--- config.mk ---
export PLATFORM = sky130hd
export DESIGN_NAME = acpi_sci_ctrl
export DESIGN_NICKNAME = d
export VERILOG_FILES = /design/src/rtl/acpi_sci_pkg.sv /design/src/rtl/acpi_evt_bank.sv /design/src/rtl/acpi_gpe_bank.sv /design/src/rtl/acpi_sci_ctrl.sv
export SDC_FILE = /design/constraint.sdc
export NUM_CORES = 1
export LEC_CHECK = 0
export ABC_AREA = 0
export ABC_CLOCK_PERIOD_IN_PS = 2100
export BUFFER_PORTS_ARGS = -buffer_cell sky130_fd_sc_hd__buf_2
export CORE_UTILIZATION = 44
export DETAILED_ROUTE_END_ITERATION = 8
export PLACE_DENSITY_LB_ADDON = 0.3
export SYNTH_ARGS = -nofsm -noshare
export SYNTH_HDL_FRONTEND = slang
export SYNTH_SLANG_ARGS = --single-unit
export TNS_END_PERCENT = 5
--- constraint.sdc ---
create_clock -name clk -period 2.1 [get_ports clk]
set_input_delay 0.42 -clock clk [delete_from_list [all_inputs] [get_ports clk]]
set_output_delay 0.42 -clock clk [all_outputs]
set_load 0.01 [all_outputs]
--- src/rtl/acpi_sci_pkg.sv ---
package acpi_sci_pkg;
  localparam int EVT_W = 16;

  // Event word bit positions
  localparam int B_TMR = 0;
  localparam int B_BM  = 4;
  localparam int B_GBL = 5;
  localparam int B_PWR = 8;
  localparam int B_SLP = 9;
  localparam int B_RTC = 10;
  localparam int B_WAK = 15;

  localparam logic [EVT_W-1:0] CLR_MASK =
    EVT_W'((1 << B_WAK) | (1 << B_RTC) | (1 << B_SLP) | (1 << B_PWR) | (1 << B_BM));
  localparam logic [EVT_W-1:0] EN_MASK =
    EVT_W'((1 << B_RTC) | (1 << B_PWR) | (1 << B_GBL));
  localparam logic [EVT_W-1:0] IRQ_MASK =
    EVT_W'((1 << B_TMR) | (1 << B_GBL) | (1 << B_PWR) | (1 << B_SLP) | (1 << B_RTC));

  typedef enum logic [1:0] {
    SEL_EVT_STS = 2'd0,
    SEL_EVT_EN  = 2'd1,
    SEL_GPE_STS = 2'd2,
    SEL_GPE_EN  = 2'd3
  } reg_sel_e;

  typedef enum logic [1:0] {
    SZ_BYTE  = 2'd0,
    SZ_WORD  = 2'd1,
    SZ_DWORD = 2'd2,
    SZ_RSVD  = 2'd3
  } acc_size_e;
endpackage

--- src/rtl/acpi_evt_bank.sv ---
module acpi_evt_bank #(
  parameter int              W        = 16,
  parameter logic [W-1:0]    CLR_MASK = '0,
  parameter logic [W-1:0]    EN_MASK  = '0,
  parameter logic [W-1:0]    IRQ_MASK = '0,
  parameter int              SET_BIT  = 8
) (
  input  logic         clk,
  input  logic         rst,
  input  logic         wr_sts,
  input  logic         wr_en,
  input  logic         bad_acc,
  input  logic [W-1:0] wdata,
  input  logic         evt_set,
  output logic [W-1:0] sts_q,
  output logic [W-1:0] en_q,
  output logic         pend
);
  logic [W-1:0] clr_vec;
  logic [W-1:0] set_vec;

  always_comb begin
    clr_vec = wr_sts ? (wdata & CLR_MASK) : '0;
    set_vec = '0;
    set_vec[SET_BIT] = evt_set;
  end

  always_ff @(posedge clk) begin
    if (rst) begin
      sts_q <= '0;
      en_q  <= '0;
    end else begin
      sts_q <= (sts_q & ~clr_vec) | set_vec;  // set wins over clear
      if (wr_en) en_q <= wdata & EN_MASK;
    end
  end

  assign pend = |(sts_q & en_q & IRQ_MASK);

  assert_evt_stable_R4: assert property (@(posedge clk) disable iff (rst)
    (bad_acc && !evt_set) |=> ($stable(sts_q) && $stable(en_q)));

  assert_pwr_set_R5: assert property (@(posedge clk) disable iff (rst)
    evt_set |=> sts_q[SET_BIT]);
endmodule

--- src/rtl/acpi_gpe_bank.sv ---
module acpi_gpe_bank #(
  parameter int N    = 8,
  parameter int LINE = 0
) (
  input  logic         clk,
  input  logic         rst,
  input  logic         wr_sts,
  input  logic         wr_en,
  input  logic [N-1:0] wdata,
  input  logic         evt,
  output logic [N-1:0] sts_q,
  output logic [N-1:0] en_q,
  output logic         pend
);
  localparam logic [N-1:0] VALID = N'(1) << LINE;

  logic unused_wbits;
  assign unused_wbits = ^(wdata & ~VALID);

  for (genvar i = 0; i < N; i++) begin : g_bit
    if (VALID[i]) begin : g_live
      logic s_b, e_b;
      always_ff @(posedge clk) begin
        if (rst) begin
          s_b <= 1'b0;
          e_b <= 1'b0;
        end else begin
          if (wr_en) e_b <= wdata[i];
          if (evt) s_b <= 1'b1;               // raise beats W1C
          else if (wr_sts && wdata[i]) s_b <= 1'b0;
        end
      end
      assign sts_q[i] = s_b;
      assign en_q[i]  = e_b;
    end else begin : g_tie
      assign sts_q[i] = 1'b0;
      assign en_q[i]  = 1'b0;
    end
  end

  assign pend = |(sts_q & en_q);

  assert_gpe_set_R6: assert property (@(posedge clk) disable iff (rst)
    evt |=> sts_q[LINE]);

  assert_set_wins_R9: assert property (@(posedge clk) disable iff (rst)
    (evt && wr_sts && wdata[LINE]) |=> sts_q[LINE]);
endmodule

--- src/rtl/acpi_sci_ctrl.sv ---
module acpi_sci_ctrl #(
  parameter int GPE_N    = 8,
  parameter int GPE_LINE = 0
) (
  input  logic        clk,
  input  logic        rst,
  input  logic        acc_req,
  input  logic        acc_we,
  input  logic [1:0]  acc_sel,
  input  logic [1:0]  acc_size,
  input  logic [15:0] acc_wdata,
  output logic [15:0] acc_rdata,
  output logic        acc_err,
  input  logic        pwr_btn,
  input  logic        gpe_evt,
  output logic        sci
);
  import acpi_sci_pkg::*;

  localparam int PAD = EVT_W - GPE_N;

  reg_sel_e        sel;
  logic            size_ok, good, bad;
  logic [EVT_W-1:0] evt_sts, evt_en;
  logic [GPE_N-1:0] gpe_sts, gpe_en;
  logic            evt_pend, gpe_pend;
  logic [EVT_W-1:0] rd_val;

  always_comb begin
    sel = reg_sel_e'(acc_sel);
    if (sel == SEL_EVT_STS || sel == SEL_EVT_EN) size_ok = (acc_size == SZ_WORD);
    else                                         size_ok = (acc_size == SZ_BYTE);
    good = acc_req && size_ok;
    bad  = acc_req && !size_ok;
    case (sel)
      SEL_EVT_STS: rd_val = evt_sts;
      SEL_EVT_EN:  rd_val = evt_en;
      SEL_GPE_STS: rd_val = {{PAD{1'b0}}, gpe_sts};
      default:     rd_val = {{PAD{1'b0}}, gpe_en};
    endcase
  end

  acpi_evt_bank #(
    .W(EVT_W), .CLR_MASK(CLR_MASK), .EN_MASK(EN_MASK),
    .IRQ_MASK(IRQ_MASK), .SET_BIT(B_PWR)
  ) evt_i (
    .clk(clk), .rst(rst),
    .wr_sts(good && acc_we && sel == SEL_EVT_STS),
    .wr_en (good && acc_we && sel == SEL_EVT_EN),
    .bad_acc(bad),
    .wdata(acc_wdata), .evt_set(pwr_btn),
    .sts_q(evt_sts), .en_q(evt_en), .pend(evt_pend)
  );

  acpi_gpe_bank #(.N(GPE_N), .LINE(GPE_LINE)) gpe_i (
    .clk(clk), .rst(rst),
    .wr_sts(good && acc_we && sel == SEL_GPE_STS),
    .wr_en (good && acc_we && sel == SEL_GPE_EN),
    .wdata(acc_wdata[GPE_N-1:0]), .evt(gpe_evt),
    .sts_q(gpe_sts), .en_q(gpe_en), .pend(gpe_pend)
  );

  always_ff @(posedge clk) begin
    if (rst) begin
      acc_rdata <= '0;
      acc_err   <= 1'b0;
    end else begin
      acc_err <= bad;
      if (bad)                 acc_rdata <= '0;
      else if (good && !acc_we) acc_rdata <= rd_val;
    end
  end

  assign sci = evt_pend | gpe_pend;

  assert_err_next_R4: assert property (@(posedge clk) disable iff (rst)
    bad |=> acc_err);

  assert_sci_cause_R8: assert property (@(posedge clk) disable iff (rst)
    $rose(sci) |-> $past(pwr_btn || gpe_evt || (acc_req && acc_we)));

  assert_wr_keeps_rdata_R10: assert property (@(posedge clk) disable iff (rst)
    (good && acc_we) |=> $stable(acc_rdata));
endmodule

==> flow_metrics.env <==
export IMPL_hold_violations=0
export IMPL_final_core_util_pct=53.2
export IMPL_grt_pass1_wl_um=2630
export IMPL_cts_sinks=18
export IMPL_drc=0
export IMPL_synth_edff_count=0
export IMPL_cp_required_ns=1.68
export IMPL_chipWidth_um=47.3
export IMPL_layout_commonest_cell="buf_2"
export IMPL_routedWlPerCell_um=11.7
export IMPL_synth_cell_types=32
export IMPL_cap_violations=0
export IMPL_worstReg2RegStart="evt_i.sts_q[10]"
export IMPL_layout_common_cells="buf_2, dfxtp_1, conb_1"
export IMPL_firstDrtPassIters=6
export IMPL_p_total_w=0.000631
export IMPL_cts_tree="yes"
export IMPL_dp_hpwl_um=1280
export IMPL_dp_slack_ns=0.229
export IMPL_cts_setup_buffers=0
export IMPL_die_area_mm2=0.00224
export IMPL_rsz0062_at_grt="false"
export IMPL_synthFlopType="dfxtp_1"
export IMPL_slew_violations=0
export IMPL_pwr_density_cell_mw_per_mm2=611
export IMPL_p_comb_share_pct=11.6
export IMPL_period_share_pct=76.3
export IMPL_grt_overflow=0
export IMPL_vdd_ir_drop_max_uv=355
export IMPL_worstMarginPinSlew_ns=0.607
export IMPL_synthCells=100
export IMPL_ys_seq_area_share_pct=39.9
export IMPL_synth_top_area_cell="dfxtp_1"
export IMPL_syn_area_um2=903
export IMPL_grt_pass1_vias=610
export IMPL_diodes=0
export IMPL_grt_usage_pct=16.7
export IMPL_setup_viol=0
export IMPL_arrival_ns=1.18
export IMPL_finalWeightedCongestion=0.764
export IMPL_slew_headroom_pct=59.3
export IMPL_nNetsFinal=148
export IMPL_cpPeakStageDelay_ns=0.34
export IMPL_tns_ns=0
export IMPL_switching_share_pct=24.3
export IMPL_timing_hold_ws_ns=0.286
export IMPL_ctsHtreeMaxLevel=1
export IMPL_clock_latency_ns=0.29
export IMPL_status="completed"
export IMPL_synth_seq_cells=18
export IMPL_hold_end="evt_i.sts_q[15]"
export IMPL_hold_class="primary input to register"
export IMPL_vias=763
export IMPL_r2r_end="acc_rdata[10]"
export IMPL_antenna_found_initial=0
export IMPL_cts_repair_resized=0
export IMPL_core_mm2=0.00194
export IMPL_min_period_ns=1.60
export IMPL_worst_setup_path_end_kind="output port"
export IMPL_ff2ff_path_depth=3
export IMPL_worstSetupStartpointType="register"
export IMPL_cts_hold_buf=0
export IMPL_drive_above_1_share_pct=28.9
export IMPL_root_buffer="clkbuf_4"
export IMPL_die_h_um=47.3
export IMPL_pwr_share_seq_pct=55.2
export IMPL_clkPwrFrac_pct=33.2
export IMPL_cp_cell_sequence="a222oi_1, inv_1, buf_2"
export IMPL_drt_iter0_markers=17
export IMPL_p_int_w=0.000478
export IMPL_setup_slack_ns=0.499
export IMPL_path_clk_slew_ns=0.10
export IMPL_avgSynthCellArea_um2=9.03
export IMPL_rrSetupSlack_ns=0.93
export IMPL_crit_type="register to output port"
export IMPL_syn2layout_area_growth_pct=14.3
export IMPL_cts_buffers=3
export IMPL_netlist_top_cells_area="dfxtp_1, buf_4, a211oi_1"
export IMPL_synth_top_area_share_pct=39.9
export IMPL_ant_nets=0
export IMPL_vias_per_cell=5.16
export IMPL_ys_warn_count=0
export IMPL_p_switching_w=0.000153
export IMPL_crit_path_max_fanout=3
export IMPL_hold_depth=2
export IMPL_initial_core_util_pct=46.5
export IMPL_port_buffers=25
export IMPL_synthArstFlopShare_pct=0
export IMPL_grt_max_degree=19
export IMPL_cts_path_max_buffers=2
export IMPL_num_io_pins=44
export IMPL_slowest_stage="dfxtp_1"
export IMPL_fin_worst_skew_ns=0.000897
export IMPL_fmax_mhz=624
export IMPL_p_leak_nw=0.436
export IMPL_num_rows=16
export IMPL_drt_total_wl_um=1730
export IMPL_min_from="acc_wdata[15]"
## flip-flops by register name, summed over array words and instances, names as in the netlist
name                    count
acc_rdata                   7
acc_err                     1
gpe_i.g_bit.g_live.e_b      1
evt_i.sts_q                 5
evt_i.en_q                  3
gpe_i.g_bit.g_live.s_b      1
## stage by stage
step,cell area [um2],instances
2_1_floorplan,933,108
3_3_place_gp,996,144
3_5_place_dp,996,144
4_1_cts,1030,148
5_1_grt,1030,148
6_report,1030,148
## how the worst max path moves through the flow
stage	start	end	slack [ns]	cells after the start
after global routing	gpe_i.g_bit[0].g_live.e_b	sci	0.42	3
after CTS	gpe_i.g_bit[0].g_live.e_b	sci	0.48	3
after detailed placement	acc_we	acc_rdata[10]	0.23	4
after global placement	acc_we	acc_rdata[10]	0.27	4
after floorplan	acc_we	acc_rdata[10]	0.44	4
final	gpe_i.g_bit[0].g_live.e_b	sci	0.50	3
## layout make-up
type / count / area, um2
tap: 27 / 33.8
clock buffer: 4 / 36.3
fill: 220 / 910
inverter: 3 / 11.3
timing repair buffer: 25 / 125
multi-input combinational: 71 / 465
sequential: 18 / 360
## cell usage after synthesis (2+ instances only)
cell type / count
nor2b_1: 3
o21ai_0: 7
or4_1: 2
clkbuf_1: 5
nand4_1: 5
dfxtp_1: 18
a211oi_1: 7
a21oi_1: 7
inv_1: 3
buf_4: 9
mux2i_1: 2
nand2b_1: 4
buf_2: 2
a311oi_1: 2
nand3_1: 3
a21bo_2: 3
nor2_1: 3
## per-layer routing
layer	up-vias	global-route usage, %	part of all wire [%]	wire (um)
li1	390	-	-	-
met3	4	4.62	4.6	79
met5	-	0	0	0
met4	0	5.71	1.2	20
met1	350	21.6	46	801
met2	19	26.6	48	831
## power by group through the flow
stage	Sequential, W	Combinational (W)	Clock [W]
after global placement	0.000356	0.0000706	0
after CTS	0.000348	0.0000714	0.000218
after floorplan	0.000356	0.0000589	0
after detailed placement	0.000356	0.0000710	0
final	0.000348	0.0000729	0.000210
after global routing	0.000349	0.0000806	0.000237
## worst max-delay path: cells and delay by family, from the launching register on
family          cells  cell delay, ns
buf+inv             2            0.22
compound gates      1            0.33
flops               1            0.34
## logic make-up after synthesis
| family | synth area share, % |
|---|---|
| AOI/OAI and AO/OA | 22.6 |
| xor gates and xnor gates | 1.94 |
| buffers and inverters | 11.9 |
| DFF | 39.9 |
| muxes | 3.46 |
| other | 0.415 |
| and+or+nand+nor | 19.8 |
Note: power is estimated with default switching activity, not from simulation.
